[src/rtl/hm_pkg.sv]
package hm_pkg;
  localparam logic [1:0] KIND_REQ   = 2'd0;
  localparam logic [1:0] KIND_PURGE = 2'd1;
  localparam logic [1:0] KIND_WB    = 2'd2;

  localparam logic [1:0] MSG_CACHE  = 2'd0;
  localparam logic [1:0] MSG_PURREQ = 2'd1;
  localparam logic [1:0] MSG_WBACK  = 2'd2;
  localparam logic [1:0] MSG_FLUSH  = 2'd3;

  typedef enum logic [1:0] {
    PH_STABLE = 2'd0,
    PH_COLLECT = 2'd1,
    PH_ACK = 2'd2
  } phase_e;
endpackage

[src/rtl/hm_pick.sv]
module hm_pick #(
  parameter int N  = 4,
  parameter int SW = 2
) (
  input  logic [N-1:0]  mask,
  output logic          found,
  output logic [SW-1:0] idx,
  output logic [N-1:0]  oh
);
  always_comb begin
    idx = '0;
    for (int i = N - 1; i >= 0; i--) begin
      if (mask[i]) idx = SW'(i);
    end
    found = |mask;
    oh = found ? (N'(1) << idx) : '0;
  end
endmodule

[src/rtl/hm_wb_store.sv]
module hm_wb_store #(
  parameter int N  = 4,
  parameter int SW = 2,
  parameter int DW = 8
) (
  input  logic          clk,
  input  logic          rst_n,
  input  logic          wr_en,
  input  logic [SW-1:0] wr_site,
  input  logic [DW-1:0] wr_data,
  input  logic [SW-1:0] rd_site,
  output logic [DW-1:0] rd_data
);
  logic [DW-1:0] held [N];

  for (genvar g = 0; g < N; g++) begin : g_slot
    always_ff @(posedge clk) begin
      if (!rst_n) held[g] <= '0;
      else if (wr_en && (wr_site == SW'(g))) held[g] <= wr_data;
    end
  end

  always_comb begin
    rd_data = '0;
    for (int i = 0; i < N; i++) begin
      if (rd_site == SW'(i)) rd_data = held[i];
    end
  end
endmodule

[src/rtl/hm_out_reg.sv]
module hm_out_reg #(
  parameter int SW = 2,
  parameter int DW = 8
) (
  input  logic          clk,
  input  logic          rst_n,
  input  logic          load,
  input  logic [1:0]    ld_kind,
  input  logic [SW-1:0] ld_site,
  input  logic [DW-1:0] ld_data,
  input  logic          out_ready,
  output logic          out_valid,
  output logic [1:0]    out_kind,
  output logic [SW-1:0] out_site,
  output logic [DW-1:0] out_data,
  output logic          slot_free
);
  assign slot_free = !out_valid || out_ready;

  always_ff @(posedge clk) begin
    if (!rst_n) begin
      out_valid <= 1'b0;
      out_kind  <= '0;
      out_site  <= '0;
      out_data  <= '0;
    end else if (load) begin
      out_valid <= 1'b1;
      out_kind  <= ld_kind;
      out_site  <= ld_site;
      out_data  <= ld_data;
    end else if (out_ready) begin
      out_valid <= 1'b0;
    end
  end

  assert_hold_R3: assert property (@(posedge clk) disable iff (!rst_n)
    (out_valid && !out_ready) |=> (out_valid && $stable(out_kind) &&
                                   $stable(out_site) && $stable(out_data)));
endmodule

[src/rtl/home_dir_engine.sv]
module home_dir_engine
  import hm_pkg::*;
#(
  parameter int          NSITES      = 4,
  parameter int          DW          = 8,
  parameter int unsigned MEM_INIT    = 'h5A,
  parameter bit          GRANT_WBACK = 1'b1,
  localparam int         SW          = (NSITES > 1) ? $clog2(NSITES) : 1
) (
  input  logic          clk,
  input  logic          rst_n,
  input  logic          in_valid,
  output logic          in_ready,
  input  logic [1:0]    in_kind,
  input  logic [SW-1:0] in_site,
  input  logic [DW-1:0] in_data,
  output logic          out_valid,
  input  logic          out_ready,
  output logic [1:0]    out_kind,
  output logic [SW-1:0] out_site,
  output logic [DW-1:0] out_data
);
  phase_e            state_q, state_n;
  logic [NSITES-1:0] sharers_q, sharers_n;
  logic [NSITES-1:0] dir_q, dir_n;
  logic [NSITES-1:0] psend_q, psend_n;
  logic [NSITES-1:0] susp_q, susp_n;
  logic [NSITES-1:0] ackm_q, ackm_n;
  logic [SW-1:0]     grant_q, grant_n;
  logic [DW-1:0]     mem_q, mem_n;

  logic              slot_free, accept, load, wr_en;
  logic [1:0]        ld_kind;
  logic [SW-1:0]     ld_site;
  logic [DW-1:0]     ld_data, rd_data;
  logic [NSITES-1:0] src_oh, resp_mask, psend_eff;

  logic              send_found, susp_found, ack_found;
  logic [SW-1:0]     send_idx, susp_idx, ack_idx;
  logic [NSITES-1:0] send_oh, susp_oh, ack_oh;

  assign src_oh = NSITES'(1) << in_site;

  always_comb begin
    case (state_q)
      PH_STABLE:  in_ready = (in_kind == KIND_REQ) ? slot_free : 1'b1;
      PH_COLLECT: in_ready = (dir_q != '0) && (in_kind != KIND_REQ);
      default:    in_ready = 1'b0;
    endcase
  end

  assign accept = in_valid && in_ready;
  assign resp_mask = (accept && (state_q == PH_COLLECT) &&
                      ((in_kind == KIND_PURGE) || (in_kind == KIND_WB))) ? src_oh : '0;
  assign psend_eff = psend_q & ~resp_mask;

  hm_pick #(.N(NSITES), .SW(SW)) u_pick_send (
    .mask(psend_eff), .found(send_found), .idx(send_idx), .oh(send_oh));
  hm_pick #(.N(NSITES), .SW(SW)) u_pick_susp (
    .mask(susp_q), .found(susp_found), .idx(susp_idx), .oh(susp_oh));
  hm_pick #(.N(NSITES), .SW(SW)) u_pick_ack (
    .mask(ackm_q), .found(ack_found), .idx(ack_idx), .oh(ack_oh));

  hm_wb_store #(.N(NSITES), .SW(SW), .DW(DW)) u_store (
    .clk(clk), .rst_n(rst_n), .wr_en(wr_en), .wr_site(in_site),
    .wr_data(in_data), .rd_site(susp_idx), .rd_data(rd_data));

  hm_out_reg #(.SW(SW), .DW(DW)) u_out (
    .clk(clk), .rst_n(rst_n), .load(load), .ld_kind(ld_kind),
    .ld_site(ld_site), .ld_data(ld_data), .out_ready(out_ready),
    .out_valid(out_valid), .out_kind(out_kind), .out_site(out_site),
    .out_data(out_data), .slot_free(slot_free));

  always_comb begin
    state_n   = state_q;
    sharers_n = sharers_q;
    dir_n     = dir_q;
    psend_n   = psend_q;
    susp_n    = susp_q;
    ackm_n    = ackm_q;
    grant_n   = grant_q;
    mem_n     = mem_q;
    load      = 1'b0;
    ld_kind   = MSG_CACHE;
    ld_site   = '0;
    ld_data   = '0;
    wr_en     = 1'b0;
    case (state_q)
      PH_STABLE: begin
        if (accept) begin
          case (in_kind)
            KIND_REQ: begin
              load      = 1'b1;
              ld_kind   = MSG_CACHE;
              ld_site   = in_site;
              ld_data   = mem_q;
              sharers_n = sharers_q | src_oh;
            end
            KIND_PURGE: sharers_n = sharers_q & ~src_oh;
            KIND_WB: begin
              state_n = PH_COLLECT;
              dir_n   = sharers_q & ~src_oh;
              psend_n = sharers_q & ~src_oh;
              susp_n  = src_oh;
              wr_en   = 1'b1;
            end
            default: ;
          endcase
        end
      end
      PH_COLLECT: begin
        dir_n   = dir_q & ~resp_mask;
        psend_n = psend_eff;
        if (accept && (in_kind == KIND_PURGE)) sharers_n = sharers_q & ~src_oh;
        if (accept && (in_kind == KIND_WB)) begin
          susp_n = susp_q | src_oh;
          wr_en  = 1'b1;
        end
        if (slot_free && send_found) begin
          load    = 1'b1;
          ld_kind = MSG_PURREQ;
          ld_site = send_idx;
          psend_n = psend_eff & ~send_oh;
        end
        if (dir_q == '0) begin
          state_n   = PH_ACK;
          mem_n     = rd_data;
          ackm_n    = susp_q;
          grant_n   = susp_idx;
          sharers_n = (sharers_q & ~susp_q) | (GRANT_WBACK ? susp_oh : '0);
        end
      end
      default: begin
        if (slot_free && ack_found) begin
          load    = 1'b1;
          ld_kind = (GRANT_WBACK && (ack_idx == grant_q)) ? MSG_WBACK : MSG_FLUSH;
          ld_site = ack_idx;
          ackm_n  = ackm_q & ~ack_oh;
        end
        if ((ackm_q == '0) && slot_free) state_n = PH_STABLE;
      end
    endcase
  end

  always_ff @(posedge clk) begin
    if (!rst_n) begin
      state_q   <= PH_STABLE;
      sharers_q <= '0;
      dir_q     <= '0;
      psend_q   <= '0;
      susp_q    <= '0;
      ackm_q    <= '0;
      grant_q   <= '0;
      mem_q     <= DW'(MEM_INIT);
    end else begin
      state_q   <= state_n;
      sharers_q <= sharers_n;
      dir_q     <= dir_n;
      psend_q   <= psend_n;
      susp_q    <= susp_n;
      ackm_q    <= ackm_n;
      grant_q   <= grant_n;
      mem_q     <= mem_n;
    end
  end

  assert_no_fill_busy_R5: assert property (@(posedge clk) disable iff (!rst_n)
    (state_q != PH_STABLE) |-> !(in_valid && in_ready && (in_kind == KIND_REQ)));

  assert_psend_owed_R6: assert property (@(posedge clk) disable iff (!rst_n)
    (psend_q & ~dir_q) == '0);

  assert_grant_exists_R7: assert property (@(posedge clk) disable iff (!rst_n)
    (state_q == PH_COLLECT) |-> (susp_q != '0));

  assert_wback_site_R7: assert property (@(posedge clk) disable iff (!rst_n)
    (out_valid && (out_kind == MSG_WBACK)) |-> (out_site == grant_q));

  assert_cache_fresh_R8: assert property (@(posedge clk) disable iff (!rst_n)
    (out_valid && (out_kind == MSG_CACHE) && (state_q == PH_STABLE)) |->
      (out_data == mem_q));
endmodule

[config.mk]
export PLATFORM = sky130hd
export DESIGN_NAME = home_dir_engine
export DESIGN_NICKNAME = d
export VERILOG_FILES = /design/src/rtl/hm_pkg.sv /design/src/rtl/hm_pick.sv /design/src/rtl/hm_wb_store.sv /design/src/rtl/hm_out_reg.sv /design/src/rtl/home_dir_engine.sv
export SDC_FILE = /design/constraint.sdc
export NUM_CORES = 1
export LEC_CHECK = 0
export BUFFER_PORTS_ARGS = -buffer_cell sky130_fd_sc_hd__buf_2
export CORE_MARGIN = 2
export CORE_UTILIZATION = 63
export DETAILED_ROUTE_END_ITERATION = 8
export GPL_TIMING_DRIVEN = 0
export PLACE_DENSITY = 0.83
export SYNTH_ARGS = -nofsm -noshare
export SYNTH_HDL_FRONTEND = slang
export SYNTH_SLANG_ARGS = --single-unit
[constraint.sdc]
create_clock -name clk -period 5.5 [get_ports clk]
set_input_delay 0.55 -clock clk [delete_from_list [all_inputs] [get_ports clk]]
set_output_delay 0.55 -clock clk [all_outputs]
set_load 0.01 [all_outputs]
-- Word-level counts from Yosys, hierarchy flattened
Memories as Yosys holds them, arrays and structs flattened.
Index checks and enable logic that the tools add are counted.
- latch bits: 0
- memories kept: 1
- RAM bits: 32
- bits in read-only memories: 0
- logic and storage cells: 173
- register bits: 45
- bits of input ports: 16
- output and inout port bits: 14
- memories (memory ; words ; bits a word ; rd ports ; clocked after memory_dff ; write ports ; line ; text):
    u_store.held ; 4 ; 8 ; 4 ; 0 ; 4 ; hm_wb_store.sv:14 ; logic [DW-1:0] held [N];
- bitwise logic cells: 19
- shift-type cells: 4
- eq/ne operators: 16
- $add $sub $neg: 0
- reductions and logical operators: 37
- divide/modulo/power cells: 0
- multiplexer cells: 84
- $mul: 0
- order comparisons: 0
- operator list (cell ; number):
    2-to-1 mux 8 bit ; 11
    2-to-1 mux 4 bit ; 15
    case mux 4 bit (2 select lines) ; 6
    2-to-1 mux 2 bit ; 21
    2-to-1 mux 1 bit ; 25
    bitwise AND 4 bit ; 6
    inverter 4 bit ; 5
    << shifter 1 x 2 -> 4 bit (first input constant) ; 4
    logical AND 1 bit ; 13
    bitwise OR 4 bit ; 3
    case mux 2 bit (2 select lines) ; 3
    AND reduction 4 bit ; 3
    OR reduction 4 bit ; 3
    equality test 2 bit (second input constant) ; 5
    equality test 2 x 1 -> 1 bit (second input constant) ; 4
    logical NOT 2 bit ; 4
    logical NOT 4 bit ; 2
    nonzero test 2 bit ; 4
    case mux 1 bit (2 select lines) ; 3
    AND reduction 3 bit ; 2
    != test 2 x 1 -> 1 bit (second input constant) ; 2
    != test 2 bit (second input constant) ; 2
    bitwise OR 1 bit ; 4
    nonzero test 4 bit ; 1
    other kinds (8) ; 9

-- Logic depth before layout (Yosys ltp)
- depth after elaboration: 20
- gate-level depth with buffers: 8
- depth with buffers taken out: 7

-- By module
A second synthesis with hierarchy kept.
- cell total of the unflattened synthesis: 397
- area total of the unflattened synthesis: 3928.8 µm²
- modules (own cells, without submodules) (module ; cells each ; area each (µm²) ; times used):
    home_dir_engine ; 236 ; 1838.0 ; 1
    hm_wb_store ; 85 ; 1432.6 ; 1
    hm_out_reg ; 43 ; 508.0 ; 1
    hm_pick ; 11 ; 50.0 ; 3

-- Least setup slack after synthesis
OpenSTA, ideal clock, no wires.
- path kind: input -> register
- from: input in_kind[0]
- to: memory u_store.held[0][0], enable pin
- stages on the path: 6
- library setup time: 384 ps
- setup slack: 2644 ps
- arrival: 2472 ps
- path through: inv_1 -> ha_1 -> clkbuf_1 -> o32ai_1 -> nand2_1 -> o21ai_0
- RTL lines (item ; line ; text):
    start: declaration ; home_dir_engine.sv:14 ; input logic [1:0] in_kind,
    end: declaration ; hm_wb_store.sv:14 ;

==> results.txt <==
After clock tree synthesis, the clock-pin slew on the worst setup and hold paths is 0.07 ns. After the last flow step, the layout net total stands at 471. The maximum buffer depth of the clock tree is 2, and the number of register bits inferred by synthesis is 77. The tools report the overall routing resource usage as 0.301. The detailed router placed 3,430 vias in this run.

Derived from the worst setup path, the maximum achievable clock frequency is 0.301 GHz. Yosys printed 0 warnings. The worst setup path is of the in2reg kind. For this design, the CTS-stage hold fixing added 0 buffers. The number of levels in the clock H-tree came out at 3. The worst setup path is captured at a register. The final count of hold timing violations is 0, and the internal reg-to-reg setup slack is 2.44 ns. The floorplan die area was 6850 sq um. Synthesis handed over a netlist of 411 instances.

The fill cell total of the finished layout is 461, and the final worst-path cycle share is 0.604. The number of global-route vias before repair was 3,095. Walking the worst path, the cells encountered are buf_2 -> inv_1 -> ha_1 -> clkbuf_1 -> o32ai_1 -> nand2_1 -> o21ai_0. CTS saw 77 sinks. The number of nets in the synthesized netlist is 431. In this run the core area contains 28 standard-cell rows. The register area share after synthesis was 0.476. Critical-path cell with the highest stage delay: o21ai_0. At the worst endpoint, the arrival time is 3.30 ns.

The run gives 9 as the number of buffers inserted during clock tree synthesis. For the placed wire-length estimate, the log shows 6640 um. The kind of path behind the tightest hold check is reg2reg. The layout-stage area growth over the synthesis result is 10.4%. The endpoint identified for the worst register-to-register timing path is u_store.held[1][1]$_SDFFCE_PN0P_. On the worst path, the slowest cell contributes a delay of 0.99 ns. The tools report the netlist area before placement as 3910 sq um. The number of synthesized flops with an enable pin was 32. The routability congestion estimate was 0.953.

The depth of the worst register-to-register path is 5, and the setup TNS after final layout is 0 ns. The transition time of the tightest slew-check pin was 1.26 ns. The clock insertion delay at the later pin of the skew report was 0.35 ns; the pin count of the biggest net entering global routing was 14. The logs give 0.462 ns for the final hold slack and 0 for the number of maximum-capacitance constraint violations. A synthesized cell averages 9.51 sq um. Before antenna repair, the detailed router went through 6 iterations. The critical path ends at u_store.held[1][1]$_SDFFCE_PN0P_. Setup repair after global routing left no endpoint under its margin. Buffers added to address setup during post-CTS repair amount to 0. The tools report the count of cells resized by post-cts repair as 0. Once detail routing completed, the nets flagged for antenna violations numbered 0. The worst register-to-register path begins at state_q[1]$_SDFFE_PN0P_. The logs give 0 for the number of pins with negative max-slew slack in the final report and 15,200 um for the wire length of the first global-routing pass. STA puts the critical path data required time at 5.47 ns. The number of antenna violations at the first check in global routing came out at 0.

The launch point of the critical path is in_kind[0]. For this run the aggregate overflow at the end of global routing stands at 0. The run finished with clean final reports.

The run gives 0.656 as the effective utilization at floorplan. The floorplan die height came out at 82.8 um. Among all flip-flop cells after synthesis, the most frequent one is dfxtp_1. The logs give 0 for the post-detailed-route DRC marker count and 9460 um for the total wirelength of the detailed-routed design. The core outline area is 5960 sq um, and the x dimension of the die is 82.8 um. TritonCTS built the clock tree.

Boundary pin count: 30. During placement, the flow inserted port buffers numbering 29. The power density over the cells came out at 250 nW/um^2. The run gives 1.67 nW as the static leakage. The count of routing violations after the opening detailed-route iteration was 325; the final worst clock skew was 0.00497 ns.

In the routed layout, each cell is associated on average with a via count of 6.46. Element type at the critical path start: a primary input. The run gives 0 as the number of inserted diodes. Count of different cell masters after synthesis: 58. For the relative max-transition margin, the log shows 0.155. Power comes to 1.08 mW.

In the final routed layout, each cell accounts on average for 17.8 um. The library cell used as clock root buffer was clkbuf_8. The fraction of layout instances using a drive strength above 1 is 0.132, and the async set-or-reset flop fraction in the synthesized netlist is 0. The biggest fanout along the worst timing path is 10. After layout, the minimum clock period comes to 3.32 ns. The tools report the setup-violating endpoint count in the final report as 0. The worst voltage drop across the vdd grid came out at 186 uV.
## power by group
part / leakage [nW] / total, mW / internal (mW) / switching (mW)
Clock: 0.0857 / 0.372 / 0.163 / 0.209
Sequential: 0.708 / 0.614 / 0.608 / 0.00644
Combinational: 0.875 / 0.0926 / 0.0298 / 0.0629
## worst min path at each step
stage / start / to / slack [ns] / depth (start not counted)
3_3_place_gp: u_out.out_data[2]$_SDFFE_PN0P_ / u_out.out_data[2]$_SDFFE_PN0P_ / 0.44 / 2
2_1_floorplan: mem_q[0]$_SDFFE_PN0P_ / u_out.out_data[0]$_SDFFE_PN0P_ / 0.43 / 2
3_5_place_dp: u_out.out_data[6]$_SDFFE_PN0P_ / u_out.out_data[6]$_SDFFE_PN0P_ / 0.46 / 2
5_1_grt: mem_q[7]$_SDFFE_PN0P_ / u_out.out_data[7]$_SDFFE_PN0P_ / 0.49 / 2
4_1_cts: u_out.out_data[6]$_SDFFE_PN0P_ / u_out.out_data[6]$_SDFFE_PN0P_ / 0.47 / 2
6_report: u_out.out_data[0]$_SDFFE_PN0P_ / u_out.out_data[0]$_SDFFE_PN0P_ / 0.46 / 2
## sequential cells by signal, summed over array words and instances, names as in the netlist, named ones only
name / count
grant_q: 2
psend_q: 4
mem_q: 8
u_store.held: 32
u_out.out_kind: 2
state_q: 2
u_out.out_site: 2
susp_q: 4
ackm_q: 4
u_out.out_data: 8
dir_q: 4
u_out.out_valid: 1
## synth_stat cells (2+ instances only)
| library cell | number | share of area |
|---|---|---|
| or4_1 | 3 | 0.0058 |
| edfxtp_1 | 32 | 0.25 |
| mux2i_1 | 10 | 0.026 |
| nand2b_1 | 6 | 0.0096 |
| inv_1 | 9 | 0.0086 |
| a31oi_1 | 5 | 0.0080 |
| a31o_2 | 4 | 0.0090 |
| and3_1 | 7 | 0.011 |
| a311oi_1 | 3 | 0.0067 |
| a32o_1 | 3 | 0.0077 |
| a211oi_1 | 6 | 0.012 |
| nand3_1 | 8 | 0.010 |
| a22oi_1 | 7 | 0.013 |
| o21a_1 | 4 | 0.0077 |
| a22o_1 | 2 | 0.0045 |
| o211a_1 | 4 | 0.010 |
| nand2_1 | 42 | 0.040 |
| o21ai_0 | 29 | 0.037 |
| o41ai_4 | 2 | 0.014 |
| nor2_1 | 23 | 0.022 |
| o31ai_1 | 2 | 0.0038 |
| o211ai_1 | 3 | 0.0058 |
| a21oi_1 | 28 | 0.036 |
| o41ai_2 | 2 | 0.0083 |
| dfxtp_1 | 45 | 0.23 |
| o31a_1 | 2 | 0.0045 |
| a221oi_1 | 5 | 0.011 |
| nor3_1 | 20 | 0.026 |
| nor2b_1 | 8 | 0.013 |
| and2_1 | 34 | 0.054 |
| ha_1 | 4 | 0.013 |
| clkbuf_1 | 23 | 0.022 |
## routing by layer
metal	GRT usage	vias to the layer above	wire, um
met5	0	-	0
met2	0.472	211	4370
li1	-	1596	-
met3	0.0489	20	932
met4	0.130	0	168
met1	0.415	1603	3980
## metrics by stage
stage / setup WS [ns] / cells / utilization / instance area (sq um)
2_1_floorplan: 2.64 / 411 / - / 3910
3_3_place_gp: 1.87 / 515 / 0.696 / 4150
3_5_place_dp: 1.80 / 515 / 0.696 / 4150
4_1_cts: 2.18 / 531 / 0.724 / 4310
5_1_grt: 1.93 / 531 / 0.724 / 4310
6_report: 2.18 / 531 / 0.724 / 4310
## critical path: cells and delay by family
family / cells / cell delay (ns)
AOI/OAI and AO/OA: 2 / 1.74
adders and majority gates: 1 / 0.19
buffers and inverters: 3 / 0.47
and+or+nand+nor: 1 / 0.35
## cells by family after synthesis
| group | synth area share |
|---|---|
| flip-flops | 0.476 |
| buffers and inverters | 0.0359 |
| AND/OR/NAND/NOR | 0.224 |
| adder cells (fa/ha/maj) | 0.0128 |
| multiplexers | 0.0285 |
| AO/OA/AOI/OAI | 0.222 |
## final cells by class
cell class | count | area [sq um] | area share
well taps | 75 | 93.8 | 0.0218
clock buffers | 10 | 128 | 0.0296
plain buffers | 25 | 103 | 0.0238
multi-input cells | 299 | 1910 | 0.442
flip-flops and latches | 77 | 1860 | 0.432
clock inverters | 6 | 38.8 | 0.00899
repair buffers | 29 | 145 | 0.0337
inverters | 10 | 37.5 | 0.00870
## layout by cell type (no fill, tap or decap), drive strengths merged, types with 5 or more instances in the layout
master / instances
dfxtp: 45
nand2: 42
and2: 34
clkbuf: 33
edfxtp: 32
buf: 31
o21ai: 29
a21oi: 28
nor2: 24
nor3: 20
mux2i: 10
inv: 10
nand3: 8
nor2b: 8
and3: 7
a22oi: 7
a211oi: 6
nand2b: 6
clkinv: 6
a31oi: 5
a221oi: 5
o41ai: 5
Note: power is estimated with default switching activity, not from simulation.
